`config.mk`:
```
export PLATFORM = sky130hd
export DESIGN_NAME = adapter_init_seq
export DESIGN_NICKNAME = d
export VERILOG_FILES = /design/src/rtl/ainit_pkg.sv /design/src/rtl/ainit_timer.sv /design/src/rtl/ainit_fsm.sv /design/src/rtl/ainit_regs.sv /design/src/rtl/adapter_init_seq.sv
export SDC_FILE = /design/constraint.sdc
export NUM_CORES = 1
export LEC_CHECK = 0
export ABC_AREA = 1
export BUFFER_PORTS_ARGS = -buffer_cell sky130_fd_sc_hd__buf_2
export CAP_MARGIN = 15
export CORE_ASPECT_RATIO = 1.5
export CORE_MARGIN = 5
export CORE_UTILIZATION = 50
export DETAILED_ROUTE_END_ITERATION = 10
export GPL_ROUTABILITY_DRIVEN = 0
export GPL_TIMING_DRIVEN = 0
export PLACE_DENSITY_LB_ADDON = 0.1
export RECOVER_POWER = 50
export SYNTH_ARGS = -nofsm -noshare
export SYNTH_HDL_FRONTEND = slang
export SYNTH_SLANG_ARGS = --single-unit
```
`constraint.sdc`:
```
create_clock -name clk -period 1.9 [get_ports clk]
set_clock_uncertainty 0.15 [all_clocks]
set_input_delay 0 -clock clk [delete_from_list [all_inputs] [get_ports clk]]
set_output_delay 0 -clock clk [all_outputs]
set_load 0.01 [all_outputs]
```
`src/rtl/ainit_pkg.sv`:
```
// Shared definitions for the adapter reset/init sequencer.
// Assumes reset-field bit positions are fixed: core, system interface, FIFO.
package ainit_pkg;
    localparam int RST_BITS = 3;
    localparam int RB_CORE  = 0;
    localparam int RB_SIF   = 1;
    localparam int RB_FIFO  = 2;

    typedef enum logic [3:0] {
        ST_IDLE,
        ST_EN_CORE,
        ST_EN_WAIT,
        ST_IN_CORE,
        ST_IN_ASSERT,
        ST_IN_HOLD,
        ST_IN_REL_CORE,
        ST_IN_REL_SIF,
        ST_IN_REL_FIFO,
        ST_IN_IRQ,
        ST_IN_THR,
        ST_DOWN,
        ST_FINISH
    } step_e;
endpackage

```
`src/rtl/ainit_timer.sv`:
```
// Hold timer: a load starts a window that expires after HOLD cycles.
// Assumes HOLD >= 1. The count saturates at zero until the next load.
module ainit_timer #(
    parameter int HOLD = 100
) (
    input  logic clk,
    input  logic rst_n,
    input  logic load,
    output logic expired
);
    localparam int CW = (HOLD > 1) ? $clog2(HOLD) : 1;
    localparam logic [CW-1:0] LOAD_VAL = CW'(HOLD - 1);

    logic [CW-1:0] cnt_q;

    // Count down from HOLD-1 after a load, stopping at zero.
    always_ff @(posedge clk) begin
        if (!rst_n)
            cnt_q <= '0;
        else if (load)
            cnt_q <= LOAD_VAL;
        else if (cnt_q != '0)
            cnt_q <= cnt_q - 1'b1;
    end

    assign expired = (cnt_q == '0);

    assert_timer_no_wrap_R3: assert property (@(posedge clk) disable iff (!rst_n)
        (!load && cnt_q == '0) |=> (cnt_q == '0));
    assert_timer_load_R3: assert property (@(posedge clk) disable iff (!rst_n)
        load |=> (cnt_q == LOAD_VAL));
endmodule

```
`src/rtl/ainit_fsm.sv`:
```
// Step sequencer: accepts one command while idle and walks the steps of
// that command. Each step issues at most one register write.
// Assumes commands are single-cycle pulses. Commands seen while busy are dropped.
module ainit_fsm
    import ainit_pkg::*;
(
    input  logic                clk,
    input  logic                rst_n,
    input  logic                cmd_bringup,
    input  logic                cmd_init,
    input  logic                cmd_down,
    input  logic                timer_expired,
    input  logic [RST_BITS-1:0] cur_rst,
    output logic                timer_load,
    output logic                rst_wr,
    output logic [RST_BITS-1:0] rst_val,
    output logic                irq_wr,
    output logic                thr_wr,
    output logic                busy,
    output logic                done
);
    localparam logic [RST_BITS-1:0] M_CORE = RST_BITS'(1) << RB_CORE;
    localparam logic [RST_BITS-1:0] M_SIF  = RST_BITS'(1) << RB_SIF;
    localparam logic [RST_BITS-1:0] M_FIFO = RST_BITS'(1) << RB_FIFO;

    step_e state_q, state_d;

    // Step register.
    always_ff @(posedge clk) begin
        if (!rst_n) state_q <= ST_IDLE;
        else        state_q <= state_d;
    end

    // Next step and write strobes for the current step.
    always_comb begin
        state_d    = state_q;
        timer_load = 1'b0;
        rst_wr     = 1'b0;
        rst_val    = cur_rst;
        irq_wr     = 1'b0;
        thr_wr     = 1'b0;
        unique case (state_q)
            ST_IDLE: begin
                if (cmd_down)         state_d = ST_DOWN;
                else if (cmd_init)    state_d = ST_IN_CORE;
                else if (cmd_bringup) state_d = ST_EN_CORE;
            end
            ST_EN_CORE: begin
                rst_wr = 1'b1; rst_val = cur_rst | M_CORE;
                timer_load = 1'b1; state_d = ST_EN_WAIT;
            end
            ST_EN_WAIT:     if (timer_expired) state_d = ST_FINISH;
            ST_IN_CORE: begin
                rst_wr = 1'b1; rst_val = cur_rst | M_CORE; state_d = ST_IN_ASSERT;
            end
            ST_IN_ASSERT: begin
                rst_wr = 1'b1; rst_val = '0;
                timer_load = 1'b1; state_d = ST_IN_HOLD;
            end
            ST_IN_HOLD:     if (timer_expired) state_d = ST_IN_REL_CORE;
            ST_IN_REL_CORE: begin
                rst_wr = 1'b1; rst_val = cur_rst | M_CORE; state_d = ST_IN_REL_SIF;
            end
            ST_IN_REL_SIF: begin
                rst_wr = 1'b1; rst_val = cur_rst | M_SIF; state_d = ST_IN_REL_FIFO;
            end
            ST_IN_REL_FIFO: begin
                rst_wr = 1'b1; rst_val = cur_rst | M_FIFO; state_d = ST_IN_IRQ;
            end
            ST_IN_IRQ: begin irq_wr = 1'b1; state_d = ST_IN_THR; end
            ST_IN_THR: begin thr_wr = 1'b1; state_d = ST_FINISH; end
            ST_DOWN: begin
                rst_wr = 1'b1; rst_val = '0; state_d = ST_FINISH;
            end
            ST_FINISH:      state_d = ST_IDLE;
            default:        state_d = ST_IDLE;
        endcase
    end

    assign busy = (state_q != ST_IDLE);
    assign done = (state_q == ST_FINISH);

    assert_done_pulse_R8: assert property (@(posedge clk) disable iff (!rst_n)
        done |=> !done);
    assert_done_in_busy_R8: assert property (@(posedge clk) disable iff (!rst_n)
        done |-> busy);
    assert_idle_after_done_R8: assert property (@(posedge clk) disable iff (!rst_n)
        done |=> !busy);
    assert_busy_holds_R9: assert property (@(posedge clk) disable iff (!rst_n)
        (busy && !done) |=> busy);
endmodule

```
`src/rtl/ainit_regs.sv`:
```
// Register bank: reset field, interrupt control, FIFO threshold, rate select.
// Assumes the FSM issues at most one write per cycle. Reset puts every line in reset.
module ainit_regs
    import ainit_pkg::*;
#(
    parameter int               REG_W      = 8,
    parameter logic [REG_W-1:0] IRQ_VAL    = 8'h03,
    parameter logic [REG_W-1:0] THRESH_VAL = 8'd30
) (
    input  logic                clk,
    input  logic                rst_n,
    input  logic                rst_wr,
    input  logic [RST_BITS-1:0] rst_val,
    input  logic                irq_wr,
    input  logic                thr_wr,
    input  logic                slow_rate,
    output logic [RST_BITS-1:0] rst_q,
    output logic [REG_W-1:0]    irq_q,
    output logic [REG_W-1:0]    thr_q,
    output logic                rate_q
);
    // Reset field: written as a whole by each reset step.
    always_ff @(posedge clk) begin
        if (!rst_n)      rst_q <= '0;
        else if (rst_wr) rst_q <= rst_val;
    end

    // Interrupt-control and threshold registers.
    always_ff @(posedge clk) begin
        if (!rst_n) begin
            irq_q <= '0;
            thr_q <= '0;
        end else begin
            if (irq_wr) irq_q <= IRQ_VAL;
            if (thr_wr) thr_q <= THRESH_VAL;
        end
    end

    // Rate select: registered copy of the requested rate.
    always_ff @(posedge clk) begin
        if (!rst_n) rate_q <= 1'b0;
        else        rate_q <= slow_rate;
    end

    assert_sif_after_core_R4: assert property (@(posedge clk) disable iff (!rst_n)
        $rose(rst_q[RB_SIF]) |-> rst_q[RB_CORE]);
    assert_fifo_after_sif_R4: assert property (@(posedge clk) disable iff (!rst_n)
        $rose(rst_q[RB_FIFO]) |-> rst_q[RB_SIF]);
    assert_irq_value_R5: assert property (@(posedge clk) disable iff (!rst_n)
        (irq_q != $past(irq_q)) |-> (irq_q == IRQ_VAL));
    assert_thr_value_R6: assert property (@(posedge clk) disable iff (!rst_n)
        (thr_q != $past(thr_q)) |-> (thr_q == THRESH_VAL));
endmodule

```
`src/rtl/adapter_init_seq.sv`:
```
// Top of the adapter reset/init sequencer. It ties the step FSM, the hold
// timer and the register bank together.
// Assumes the delay unit is UNIT_CYCLES clocks and HOLD_UNITS >= 1.
module adapter_init_seq
    import ainit_pkg::*;
#(
    parameter int UNIT_CYCLES  = 1,
    parameter int HOLD_UNITS   = 100,
    parameter int REG_W        = 8,
    parameter int THRESH       = 30,
    parameter int IRQ_SYS_BIT  = 1,
    parameter int IRQ_ERR_BIT  = 0
) (
    input  logic             clk,
    input  logic             rst_n,
    input  logic             cmd_bringup,
    input  logic             cmd_init,
    input  logic             cmd_down,
    input  logic             slow_rate,
    output logic             core_rst_n,
    output logic             sif_rst_n,
    output logic             fifo_rst_n,
    output logic [REG_W-1:0] irq_ctrl,
    output logic [REG_W-1:0] fifo_thresh,
    output logic             rate_sel,
    output logic             busy,
    output logic             done
);
    localparam int HOLD = UNIT_CYCLES * HOLD_UNITS;
    localparam logic [REG_W-1:0] IRQ_VAL =
        (REG_W'(1) << IRQ_SYS_BIT) | (REG_W'(1) << IRQ_ERR_BIT);
    localparam logic [REG_W-1:0] THRESH_VAL = REG_W'(THRESH);

    logic                timer_load, timer_expired;
    logic                rst_wr, irq_wr, thr_wr;
    logic [RST_BITS-1:0] rst_val, rst_q;

    ainit_fsm u_fsm (
        .clk(clk), .rst_n(rst_n),
        .cmd_bringup(cmd_bringup), .cmd_init(cmd_init), .cmd_down(cmd_down),
        .timer_expired(timer_expired), .cur_rst(rst_q),
        .timer_load(timer_load), .rst_wr(rst_wr), .rst_val(rst_val),
        .irq_wr(irq_wr), .thr_wr(thr_wr), .busy(busy), .done(done)
    );

    ainit_timer #(.HOLD(HOLD)) u_timer (
        .clk(clk), .rst_n(rst_n), .load(timer_load), .expired(timer_expired)
    );

    ainit_regs #(.REG_W(REG_W), .IRQ_VAL(IRQ_VAL), .THRESH_VAL(THRESH_VAL)) u_regs (
        .clk(clk), .rst_n(rst_n),
        .rst_wr(rst_wr), .rst_val(rst_val), .irq_wr(irq_wr), .thr_wr(thr_wr),
        .slow_rate(slow_rate),
        .rst_q(rst_q), .irq_q(irq_ctrl), .thr_q(fifo_thresh), .rate_q(rate_sel)
    );

    assign core_rst_n = rst_q[RB_CORE];
    assign sif_rst_n  = rst_q[RB_SIF];
    assign fifo_rst_n = rst_q[RB_FIFO];

    assert_quiet_when_idle_R9: assert property (@(posedge clk) disable iff (!rst_n)
        !$past(busy) |-> ($stable(rst_q) && $stable(irq_ctrl) && $stable(fifo_thresh)));
    assert_rate_follow_R11: assert property (@(posedge clk) disable iff (!rst_n)
        rate_sel == $past(slow_rate));
endmodule

```
==> results.yml <==
status:
  status: "finished, final reports clean"
clock_network:
  insertion_delay_ps: 280
  cts_buffer_depth: 2
  cts_htree_levels: 1
  clock_sinks: 17
  tritoncts: "done"
  clk_pin_slew_worst_paths_ps: 90
  clockRootBuffer: "clkbuf_4"
  cts_made_buffers: 3
  cts_setup_buffers: 0
  cts.repair.resized: 0
global_route:
  antenna_found_initial: 0
  grt_pass1_vias: 868
  grt.total_usage_pct: 16.01
  grt_overflow: 0
  grt_max_degree: 10
  grt_pass1_wl_um: 3594
route:
  wire_per_inst_um: 10.69
  routed-wl-met3_um: 75
  drt-met1-wl_um: 760
  drt_pass1_iterations: 7
  vias: 959
  vias_per_cell: 4.795
  wl_met2_um: 1221
  drt_iter0_markers: 18
  ant_nets: 0
  drc: 0
  drt-total-wl_um: 2138
  top_layer: "met4"
place:
  io_buffers: 16
  hpwlAfterDp_um: 1587
  place_area_mm2: 0.001122
critical_path:
  crit_top_cell: "nand2_2"
  max_stage_delay_ps: 320
  cp-end-kind: "flip-flop"
  crit_arrival_ps: 1630
  startpoint_type: "flip-flop"
  path_class: "reg2reg"
  r2r_setup_slack_ps: 310
  required_ps: 1940
  worst-path-max-fanout: 6
  slowest_stage: "dfxtp_1"
  cp_cell_sequence: "inv_1, ha_1, nand2_1, nor2_4, nand2_2, nand2_2, nand2_2, nor2_1, nor2_1"
  critPathTopFamily: "simple AND/OR/NAND/NOR gates"
  crit_buf_inv: 1
sta:
  rsz0062_at_grt: "false"
  slew_viol_final: 0
  hold_violations: 0
  fmax_mhz: 628.4
  finalCritPeriodShare_pct: 83.75
  finalCriticalPeriod_ps: 1591
  finalSetupViolCount: 0
  fin_tns_setup_ps: 0
yosys:
  synth_edf_count: 0
  synth_top_family_by_area: "simple AND/OR/NAND/NOR gates"
  muxShareOfSynthArea_pct: 0
  ys_types: 25
  synth_top_cell_area_share_pct: 34.65
  syn_avg_cell_area_um2: 6.774
  synth_area_um2: 982.2
  yosys.area.top_type: "dfxtp_1"
  synth-adder-area-share_pct: 1.274
  synth-main-ff-cell: "dfxtp_1"
  synth-xor-area-share_pct: 0
  syn_inst: 145
  ys_ff_latch: 17
  yosysSeqAreaShare_pct: 34.65
  async_reset_ff_share_pct: 0
  synth_warnings: 0
  synth_simple_gate_area_share_pct: 34.90
  synth_compound_gate_area_share_pct: 9.554
  ys_top_cells_by_area: "dfxtp_1 35%, nand2_1 13%, buf_4 11%, nand3_1 6.1%, inv_1 5.7%"
floorplanning:
  row_count: 19
  dieWidth_um: 46.19
  initial_core_util_pct: 52.97
  ios: 28
  die_y_um: 64.28
  dieArea_mm2: 0.002969
  core_region_area_mm2: 0.001854
power_and_ir_drop:
  vdd_drop_max_mv: 0.8385
  power.leakage_nw: 0.6078
  p_per_area_mw_per_mm2: 1445
  p_total_w: 0.001713
final_layout:
  antenna_cells: 0
  area_growth_pct: 20.64
  fin_area_mm2: 0.001185
  nets: 187
  drive_above_1_share_pct: 24.58
min_path:
  min_path_type: "in2reg"
flow_run:
  maxCapViolCount: 0
[final cells by class]
cell class | count | area (µm²)
clock buffers | 4 | 26.28
plain buffers | 15 | 108.9
well taps | 21 | 26.28
fillers | 174 | 669.4
repair buffers | 21 | 120.1
flip-flops and latches | 17 | 340.3
multi-input cells | 101 | 484.2
inverters | 21 | 78.83
[synth_stat cells, types with 2 or more instances]
library cell	instances
a21oi_1	11
buf_4	14
dfxtp_1	17
inv_1	15
inv_2	6
nand2_1	33
nand2_2	4
nand3_1	12
nor2_1	11
nor2_2	5
nor2_4	2
or2_2	2
[metal layers]
metal	track usage, %	up-vias
met5	0	-
met2	29.14	24
met3	2.528	13
li1	-	501
met1	16.16	421
met4	8.541	0
[timing repair]
item	CTS	global route
setup endpoints to repair	0	0
hold endpoints to repair	10	0
hold buffers	5	0
[path summary, 6_finish.rpt]
path / start / endpoint / depth (start not counted)
worst max-delay path: u_timer.cnt_q[0] / u_fsm.state_q[1] / 9
worst min-delay path: cmd_init / u_fsm.state_q[1] / 6
worst max register to register: u_timer.cnt_q[0] / u_fsm.state_q[1] / 9
worst min register to register: u_regs.rst_q[1] / u_regs.rst_q[1] / 2
[sequential cells by signal, indices dropped and copies added, names as in the netlist]
signal	count
u_timer.cnt_q	7
u_fsm.state_q	4
u_regs.rate_q	1
u_regs.irq_q	1
u_regs.thr_q	1
u_regs.rst_q	3
[placed cells by master (no fill, tap or decap), types with 2 or more instances in the layout]
cell type      count
nor2_2             4
buf_4             11
nor2_1            12
clkbuf_4           6
dlygate4sd3_1      5
dfxtp_1           17
nor2_4             2
inv_1             15
inv_2              6
a21oi_1           11
or2_2              2
nand3_1           12
clkbuf_1          10
nand2_1           33
buf_2              8
nand2_2            4
conb_1            10
[tightest hold or removal path, stage by stage]
cell and delay, ps:
buf_2 80, or2_1 100, nand2_1 60, nand3_1 60
nor2_1 40, nor2_1 80
[stage by stage]
step	std cells	util [%]	setup slack (ps)	hold WS, ps
detailed placement	191	60.53	305.0	41.50
global placement	191	60.53	339.6	34.23
finish	200	63.90	308.7	20.24
global route	200	63.90	112.3	56.78
CTS	200	64.64	288.7	29.78
floorplan	154	-	475.0	-52.37
[power by group]
part	internal, W	total, W	switching [W]
Clock	0.0000815	0.000189	0.000107
Combinational	0.000360	0.000943	0.000583
Sequential	0.000475	0.000581	0.000106
[cells by family after synthesis]
| group | after synthesis |
|---|---|
| fa+ha+maj | 1 |
| buf+inv | 36 |
| flops | 17 |
| compound gates | 17 |
| simple gates | 73 |
| other cells | 1 |
Power figures use the tool's default switching activity.
